File: src/rtl/wbrom_pkg.sv
package wbrom_pkg;
   localparam int WORD_W = 16;
   localparam int LANE_W = 8;
   localparam int N_LANES = WORD_W / LANE_W;
   localparam logic [WORD_W-1:0] BLANK_WORD = 16'hFFFF;

   // Content rule: every eighth location is left blank, the rest hold a hash.
   function automatic logic [WORD_W-1:0] rom_word(input int unsigned a);
      int unsigned v;
      if (a[2:0] == 3'b111) return BLANK_WORD;
      v = a * 32'd40503 + 32'd4660;
      return v[WORD_W-1:0];
   endfunction
endpackage

File: src/rtl/wbrom_array.sv
module wbrom_array
   import wbrom_pkg::*;
#(
   parameter int ADDR_W = 6
) (
   input  logic [ADDR_W-1:0] raddr,
   output logic [WORD_W-1:0] rdata
);
   localparam int DEPTH = 1 << ADDR_W;

   logic [WORD_W-1:0] cells [DEPTH];

   for (genvar g = 0; g < DEPTH; g++) begin : g_cell
      assign cells[g] = rom_word(g);
   end

   assign rdata = cells[raddr];
endmodule

File: src/rtl/wbrom_latency.sv
module wbrom_latency #(
   parameter int HI_W     = 8,
   parameter int LO_W     = 4,
   parameter int FULL_LAT = 4,
   parameter int PAGE_LAT = 2
) (
   input  logic            clk,
   input  logic            rst_n,
   input  logic            ce_n,
   input  logic [HI_W-1:0] hi_key,
   input  logic [LO_W-1:0] lo_key,
   output logic            ready
);
   localparam int CW = $clog2(FULL_LAT + 1);
   localparam logic [CW-1:0] FULL_C = CW'(FULL_LAT);
   localparam logic [CW-1:0] PAGE_C = CW'(PAGE_LAT);

   logic [HI_W-1:0] prev_hi;
   logic [LO_W-1:0] prev_lo;
   logic [CW-1:0]   cnt;
   logic            hi_chg, lo_chg;

   assign hi_chg = (hi_key != prev_hi);
   assign lo_chg = (lo_key != prev_lo);
   assign ready  = (cnt == '0) && !hi_chg && !lo_chg;

   always_ff @(posedge clk) begin
      if (!rst_n) begin
         prev_hi <= '0;
         prev_lo <= '0;
         cnt     <= FULL_C;
      end else begin
         prev_hi <= hi_key;
         prev_lo <= lo_key;
         if (ce_n)
            cnt <= FULL_C;
         else if (hi_chg)
            cnt <= FULL_C - 1'b1;
         else if (lo_chg)
            cnt <= (cnt > PAGE_C) ? cnt - 1'b1 : PAGE_C - 1'b1;
         else if (cnt != '0)
            cnt <= cnt - 1'b1;
      end
   end
endmodule

File: src/rtl/wbrom_steer.sv
module wbrom_steer
   import wbrom_pkg::*;
#(
   parameter int              ADDR_W   = 6,
   parameter logic [WORD_W-1:0] MFR_CODE = 16'h00C2,
   parameter logic [WORD_W-1:0] DEV_CODE = 16'hB800
) (
   input  logic              ce_n,
   input  logic              oe_n,
   input  logic              word_mode,
   input  logic              id_hv,
   input  logic [ADDR_W-1:0] addr,
   input  logic              a_m1,
   input  logic [WORD_W-1:0] cell_word,
   output logic [WORD_W-1:0] dq,
   output logic [N_LANES-1:0] lane_on
);
   logic              driving;
   logic              rest_zero;
   logic [WORD_W-1:0] word;

   assign driving   = !ce_n && !oe_n;
   assign rest_zero = (addr[ADDR_W-1:1] == '0);

   always_comb begin
      if (id_hv)
         word = !rest_zero ? BLANK_WORD : (addr[0] ? DEV_CODE : MFR_CODE);
      else
         word = cell_word;
   end

   for (genvar g = 0; g < N_LANES; g++) begin : g_lane
      if (g == 0) begin : g_low
         assign lane_on[g] = driving;
         assign dq[g*LANE_W +: LANE_W] = !driving ? '0 :
                (word_mode || !a_m1) ? word[LANE_W-1:0] : word[WORD_W-1:LANE_W];
      end else begin : g_high
         assign lane_on[g] = driving && word_mode;
         assign dq[g*LANE_W +: LANE_W] = lane_on[g] ? word[g*LANE_W +: LANE_W] : '0;
      end
   end
endmodule

File: src/rtl/wbrom_reader.sv
module wbrom_reader
   import wbrom_pkg::*;
#(
   parameter int ADDR_W   = 6,
   parameter int PAGE_W   = 3,
   parameter int FULL_LAT = 4,
   parameter int PAGE_LAT = 2
) (
   input  logic              clk,
   input  logic              rst_n,
   input  logic              ce_n,
   input  logic              oe_n,
   input  logic              word_mode,
   input  logic              id_hv,
   input  logic [ADDR_W-1:0] addr,
   input  logic              a_m1,
   output logic [WORD_W-1:0] dq_out,
   output logic              lo_oe,
   output logic              hi_oe,
   output logic              data_valid
);
   localparam int HI_W = ADDR_W - PAGE_W + 2;
   localparam int LO_W = PAGE_W + 1;

   if (PAGE_W < 1 || PAGE_W >= ADDR_W) begin : g_bad_page
      $error("PAGE_W must lie in 1..ADDR_W-1");
   end
   if (PAGE_LAT < 1 || FULL_LAT < PAGE_LAT) begin : g_bad_lat
      $error("latencies need 1 <= PAGE_LAT <= FULL_LAT");
   end
   if (N_LANES != 2) begin : g_bad_lanes
      $error("word must be two byte lanes");
   end

   logic [WORD_W-1:0]  cell_word;
   logic [N_LANES-1:0] lane_on;
   logic [HI_W-1:0]    hi_key;
   logic [LO_W-1:0]    lo_key;
   logic               ready;

   assign hi_key = {id_hv, word_mode, addr[ADDR_W-1:PAGE_W]};
   assign lo_key = {addr[PAGE_W-1:0], a_m1 & !word_mode};

   wbrom_array #(.ADDR_W(ADDR_W)) u_array (
      .raddr (addr),
      .rdata (cell_word)
   );

   wbrom_steer #(.ADDR_W(ADDR_W)) u_steer (
      .ce_n      (ce_n),
      .oe_n      (oe_n),
      .word_mode (word_mode),
      .id_hv     (id_hv),
      .addr      (addr),
      .a_m1      (a_m1),
      .cell_word (cell_word),
      .dq        (dq_out),
      .lane_on   (lane_on)
   );

   wbrom_latency #(
      .HI_W(HI_W), .LO_W(LO_W), .FULL_LAT(FULL_LAT), .PAGE_LAT(PAGE_LAT)
   ) u_lat (
      .clk    (clk),
      .rst_n  (rst_n),
      .ce_n   (ce_n),
      .hi_key (hi_key),
      .lo_key (lo_key),
      .ready  (ready)
   );

   assign lo_oe      = lane_on[0];
   assign hi_oe      = lane_on[1];
   assign data_valid = ready && !ce_n && !oe_n;
endmodule

File: config.mk
export PLATFORM = sky130hd
export DESIGN_NAME = wbrom_reader
export DESIGN_NICKNAME = d
export VERILOG_FILES = /design/src/rtl/wbrom_pkg.sv /design/src/rtl/wbrom_array.sv /design/src/rtl/wbrom_latency.sv /design/src/rtl/wbrom_steer.sv /design/src/rtl/wbrom_reader.sv
export SDC_FILE = /design/constraint.sdc
export NUM_CORES = 1
export LEC_CHECK = 0
export BUFFER_PORTS_ARGS = -buffer_cell sky130_fd_sc_hd__clkbuf_2
export CORE_ASPECT_RATIO = 1.25
export CORE_UTILIZATION = 45
export CTS_BUF_LIST = sky130_fd_sc_hd__clkbuf_8
export DETAILED_ROUTE_END_ITERATION = 6
export PLACE_DENSITY_LB_ADDON = 0.2
export SLEW_MARGIN = 20
export SYNTH_ARGS = -nofsm -noshare
export SYNTH_HDL_FRONTEND = slang
export SYNTH_SLANG_ARGS = --single-unit
File: constraint.sdc
create_clock -name clk -period 2.85 [get_ports clk]
set_input_delay 0.57 -clock clk [delete_from_list [all_inputs] [get_ports clk]]
set_output_delay 0.57 -clock clk [all_outputs]
set_load 0.01 [all_outputs]
Word level (Yosys, flattened, before mapping)
Memories as Yosys holds them, arrays and structs flattened.
Cells that the tools add are included.
{"block": "word_totals", "mem_bits_ro": 1024, "output_inout_bits": 19, "register_bits": 12, "in_bits": 13, "n_memories": 1, "word_cells": 42}
{"block": "op_classes", "bitwise": 3, "muxes": 12, "magnitude_cmp": 2, "reduce_logical": 18, "n_eq_ne": 2, "add_sub_neg": 1}
{"name": "(name not given)", "words": 64, "width": 16, "rd": 1, "rd_ports_with_merged_regs": 0, "write_ports": 0, "line": "wbrom_array.sv:17", "source": "assign rdata = cells[raddr];"}
{"operator": "two-way mux 16 bit", "n": 5}
{"operator": "two-way mux 8 bit", "n": 3}
{"operator": "two-way mux 3 bit", "n": 4}
{"operator": "greater-or-equal comparator 7 bit, second input constant", "n": 1}
{"operator": "NOT 6 -> 7 bit", "n": 1}
{"operator": "logical AND 1 bit", "n": 6}
{"operator": "zero test 1 bit", "n": 6}
{"operator": "nonzero test 3 bit", "n": 2}
{"operator": "zero test 5 bit", "n": 1}
{"operator": "inequality test 5 bit", "n": 1}
{"operator": "inequality test 4 bit", "n": 1}
{"operator": "greater-than comparator 3 x 2 -> 1 bit, second input constant", "n": 1}
{"operator": "zero test 3 bit", "n": 1}
{"operator": "subtractor 3 x 1 -> 3 bit, second input constant", "n": 1}
{"operator": "OR reduction 2 bit", "n": 1}
{"operator": "bitwise AND 1 bit", "n": 1}
{"operator": "logical OR 1 bit", "n": 1}
{"operator": "NOT 1 bit", "n": 1}

Logic depth before layout (Yosys ltp)
{"block": "logic_depth", "word_depth": 7, "ltp_mapped": 9}

Cells and area by module
From an unflattened synthesis, not the netlist that was laid out.
{"block": "hier_totals", "cells_unflattened": 310, "area_unflattened_um2": 2203.4}
{"module": "wbrom_array", "n_inst": 1, "area_each_um2": 1257.5, "seq_area_each_um2": 0.0, "cells_per_inst": 191}
{"module": "wbrom_latency", "n_inst": 1, "area_each_um2": 565.5, "seq_area_each_um2": 240.2, "cells_per_inst": 57}
{"module": "wbrom_steer", "n_inst": 1, "area_each_um2": 361.6, "seq_area_each_um2": 0.0, "cells_per_inst": 60}
{"module": "wbrom_reader", "n_inst": 1, "area_each_um2": 18.8, "seq_area_each_um2": 0.0, "cells_per_inst": 2}

Least setup slack after synthesis
OpenSTA, ideal clock, no wires.
{"block": "synth_timing", "kind": "input to output", "start": "input port addr[1]", "end": "output port dq_out[5]", "path_slack_ns": 0.005, "arrival_time_ns": 2.275, "required_time_ns": 2.280, "path_stages": 9, "path_cell_list": "buf_4 > inv_1 > ha_1 > buf_2 > and2_1 > a211o_1 > a21oi_1 > nor4_1 > o32ai_1"}
{"block": "synth_via", "elab_chain_cells": 7, "elab_cells_between_ends": 9, "cone_classes": "mux: 6; bitwise: 1; reduce/logical: 1; memory: 1"}
{"element": "from (decl)", "line": "wbrom_reader.sv:15", "source": "input logic [ADDR_W-1:0] addr,"}
{"element": "NOT 6 -> 7 bit (not written as such)", "line": "wbrom_array.sv:17"}
{"element": "memory read (64 x 16 bit)"}
{"element": "two-way mux 16 bit (not written as such) (2 in series)", "line": "wbrom_array.sv:17"}
{"element": "two-way mux 16 bit *", "line": "wbrom_steer.sv:26", "source": "if (id_hv)"}
{"element": "two-way mux 8 bit *", "line": "wbrom_steer.sv:36", "source": "(word_mode || !a_m1) ? word[LANE_W-1:0] : word[WORD_W-1:LANE_W];"}
{"element": "two-way mux 8 bit *", "line": "wbrom_steer.sv:35", "source": "assign dq[g*LANE_W +: LANE_W] = !driving ? '0 :"}
{"element": "to (decl)", "line": "wbrom_reader.sv:17", "source": "output logic [WORD_W-1:0] dq_out,"}
Mark *: on every way between the ends. The rest lies on a longest branch, timed or not. The select of a mux whose other input is x is not followed.

Worst setup path after layout
{"block": "layout_timing", "start": "input port addr[1]", "end": "output port dq_out[7]"}
Same word-level chain as after synthesis.

==> results.toml <==
[run_status]
status = "finished clean"

[placed_design]
pre_cts_ws_ns = -0.2377
place_congestion = 0.9075
place_hpwl_um = 4814
port_buffers = 31

[min_path]
hold_class = "register to register"
hold-path-cell-count = 1

[grt]
grt_max_degree = 52
grt_util_met1_pct = 36.95
met3_usage_pct = 4.890
antenna_found_initial = 0
grt_pass1_vias = 2097
met2_usage_pct = 43.33
track_usage_pct = 27.41
grt_overflow = 0
busiest_layer = "met2"
grt_pass1_wl_um = 10060

[power_and_ir_drop]
power_switching_uw = 281.5
power_leakage_uw = 0.001099
cellInternalPower_uw = 459.6
p_total_uw = 741.1
p_sw_share_pct = 37.99
p_clk_share_pct = 25.3
powerDensity_nw_per_um2 = 286.1
peakVddDrop_mv = 0.1606
seq_power_share_pct = 24.5
combPwrFrac_pct = 50.2

[die]
initial_utilization_pct = 48.06
fp-row-count = 26
dieWidth_um = 61.88
coreArea_um2 = 4197
dieArea_um2 = 4755
io_pins = 32
die_h_um = 76.85

[critical_path]
start_kind = "primary input"
crit_fanout = 5
critPathRequiredTime_ns = 2.28
rr_worst_depth = 5
cp-end-kind = "output pin"
criticalPathCategory = "primary input to output pin"
crit_arrival_ns = 2.27

[clocking]
clk_latency_ns = 0.24
hold_buffers = 0
cts.sinks = 12
clockBufferDepth = 2
clk_pin_slew_ns = 0.05
htree_levels = 1
cts_tree = "yes"
cts-root-buf = "clkbuf_8"
cts_buffers = 3

[routing]
wirelength_um = 6517
drc = 0
drt_iter0_drc = 218
antenna_left = 0
avgViaCountPerCell = 6.096
post_drt_wl_per_cell_um = 16.54
firstDrtPassIters = 5
vias = 2402

[synth]
synth_edf_count = 0
async_reset_ff_share_pct = 0
synthCells = 293
syn-cell-area_um2 = 2017
synth_fp_nets = 317
synth-seq-cells = 12
yosysTopAreaCellShare_pct = 11.91
synth_top_area_cell = "dfxtp_1"
yosysSeqAreaShare_pct = 11.91
synth_cell_types = 57
synth-main-ff-cell = "dfxtp_1"
ys_warn_count = 0
synth_area_leaders = "dfxtp_1, ha_1, nand2_1, a21oi_1, and2_1"
avgSynthCellArea_um2 = 6.884

[flow_run]
maxCapViolations = 0

[sta]
rsz0062_at_grt = "true"
report.final.hold_viol_count = 0
slew_violations = 0
max_freq_ghz = 0.3521
tightest_slew_ns = 0.5187
relSlewSlack_pct = 65.05
period_minus_slack_ns = 2.840
period_share_pct = 99.64
setup_viol = 0
finalClockSkew_ns = 0.0006395
final.setup.worst_slack_ns = 0.01029

[layout]
synthToLayoutAreaGrowth_pct = 28.41
diodes = 0
final_common_cell = "buf_4"
nNetsFinal = 363
fillers = 392
drive_above_1_share_pct = 30.47
final_cell_mix = "buf_4, nand2_1, clkbuf_2, nor2_1, a21oi_1"
-- logic make-up after synthesis --
logic type	Yosys count	synth area share, %
adders and majority gates	11	6.824
muxes	6	3.660
buffers and inverters	40	9.367
xor gates and xnor gates	12	5.211
AOI/OAI and AO/OA	97	33.69
and+or+nand+nor	115	29.34
DFF	12	11.91
-- state kept, by name (all words and copies together), names as in the netlist --
register	cells
u_lat.cnt	3
u_lat.prev_lo	4
u_lat.prev_hi	5
-- synthesized netlist by cell type, drive strengths merged, types with 7 or more instances --
cell type	instances
a21oi	18
and2	13
buf	15
clkbuf	12
dfxtp	12
ha	11
inv	11
nand2	29
nand2b	11
nand3	7
nor2	19
nor2b	7
nor3	12
o211ai	7
o21ai	17
-- worst paths after layout --
path | slack (ns) | from | endpoint
hold / removal | 0.52 | u_lat.cnt[0] | u_lat.cnt[0]
setup reg to reg | 1.26 | u_lat.cnt[1] | u_lat.cnt[0]
hold reg to reg | 0.52 | u_lat.cnt[0] | u_lat.cnt[0]
setup / recovery | 0.01 | addr[1] | dq_out[7]
-- routing by layer --
metal  wire length, µm  vias to the layer above
met1              2874                     1106
met3               465                       16
li1                  -                     1177
met4               142                        0
met5                 0                        -
met2              3035                      103
-- worst max-delay path, stage by stage --
cell and delay, ns:
clkbuf_2 0.10, inv_2 0.07, buf_4 0.14, ha_1 0.20
buf_4 0.15, nand2b_1 0.12, nand3_1 0.10, a311oi_2 0.39
nor3_2 0.10, o22ai_1 0.16, clkbuf_2 0.16
-- repair_timing --
item                       CTS  global route
setup endpoints to repair    4            10
resized for setup            7            22
pin swaps                    1             3
setup buffers                0             0
-- metrics by stage --
step / std cells / cell area [µm²] / hold slack, ns / utilization, % / setup TNS [ns]
4_1_cts: 394 / 2501 / 0.5133 / 59.60 / 0
2_1_floorplan: 293 / 2017 / 0.4840 / - / 0
3_3_place_gp: 390 / 2417 / 0.4959 / 57.60 / -0.2340
5_1_grt: 394 / 2590 / 0.5347 / 61.72 / -0.06340
6_report: 394 / 2590 / 0.5180 / 61.72 / 0
3_5_place_dp: 390 / 2417 / 0.5008 / 57.60 / -0.2949
-- power groups by stage --
| stage | Clock (µW) | Combinational (µW) | Sequential (µW) |
|---|---|---|---|
| after floorplan | 0 | 221 | 184 |
| after global placement | 0 | 339 | 185 |
| after detailed placement | 0 | 340 | 185 |
| after CTS | 191 | 347 | 182 |
| after global routing | 197 | 405 | 183 |
| final | 187 | 372 | 182 |
-- layout make-up --
type | instances | area [µm²] | share of cell area, %
Timing Repair Buffer | 68 | 470.5 | 18.16
Inverter | 13 | 48.80 | 1.884
Multi-Input combinational cell | 241 | 1705 | 65.85
Clock buffer | 4 | 55.05 | 2.126
Sequential cell | 12 | 240.2 | 9.275
Tap cell | 56 | 70.07 | 2.705
Power figures use the tool's default switching activity.
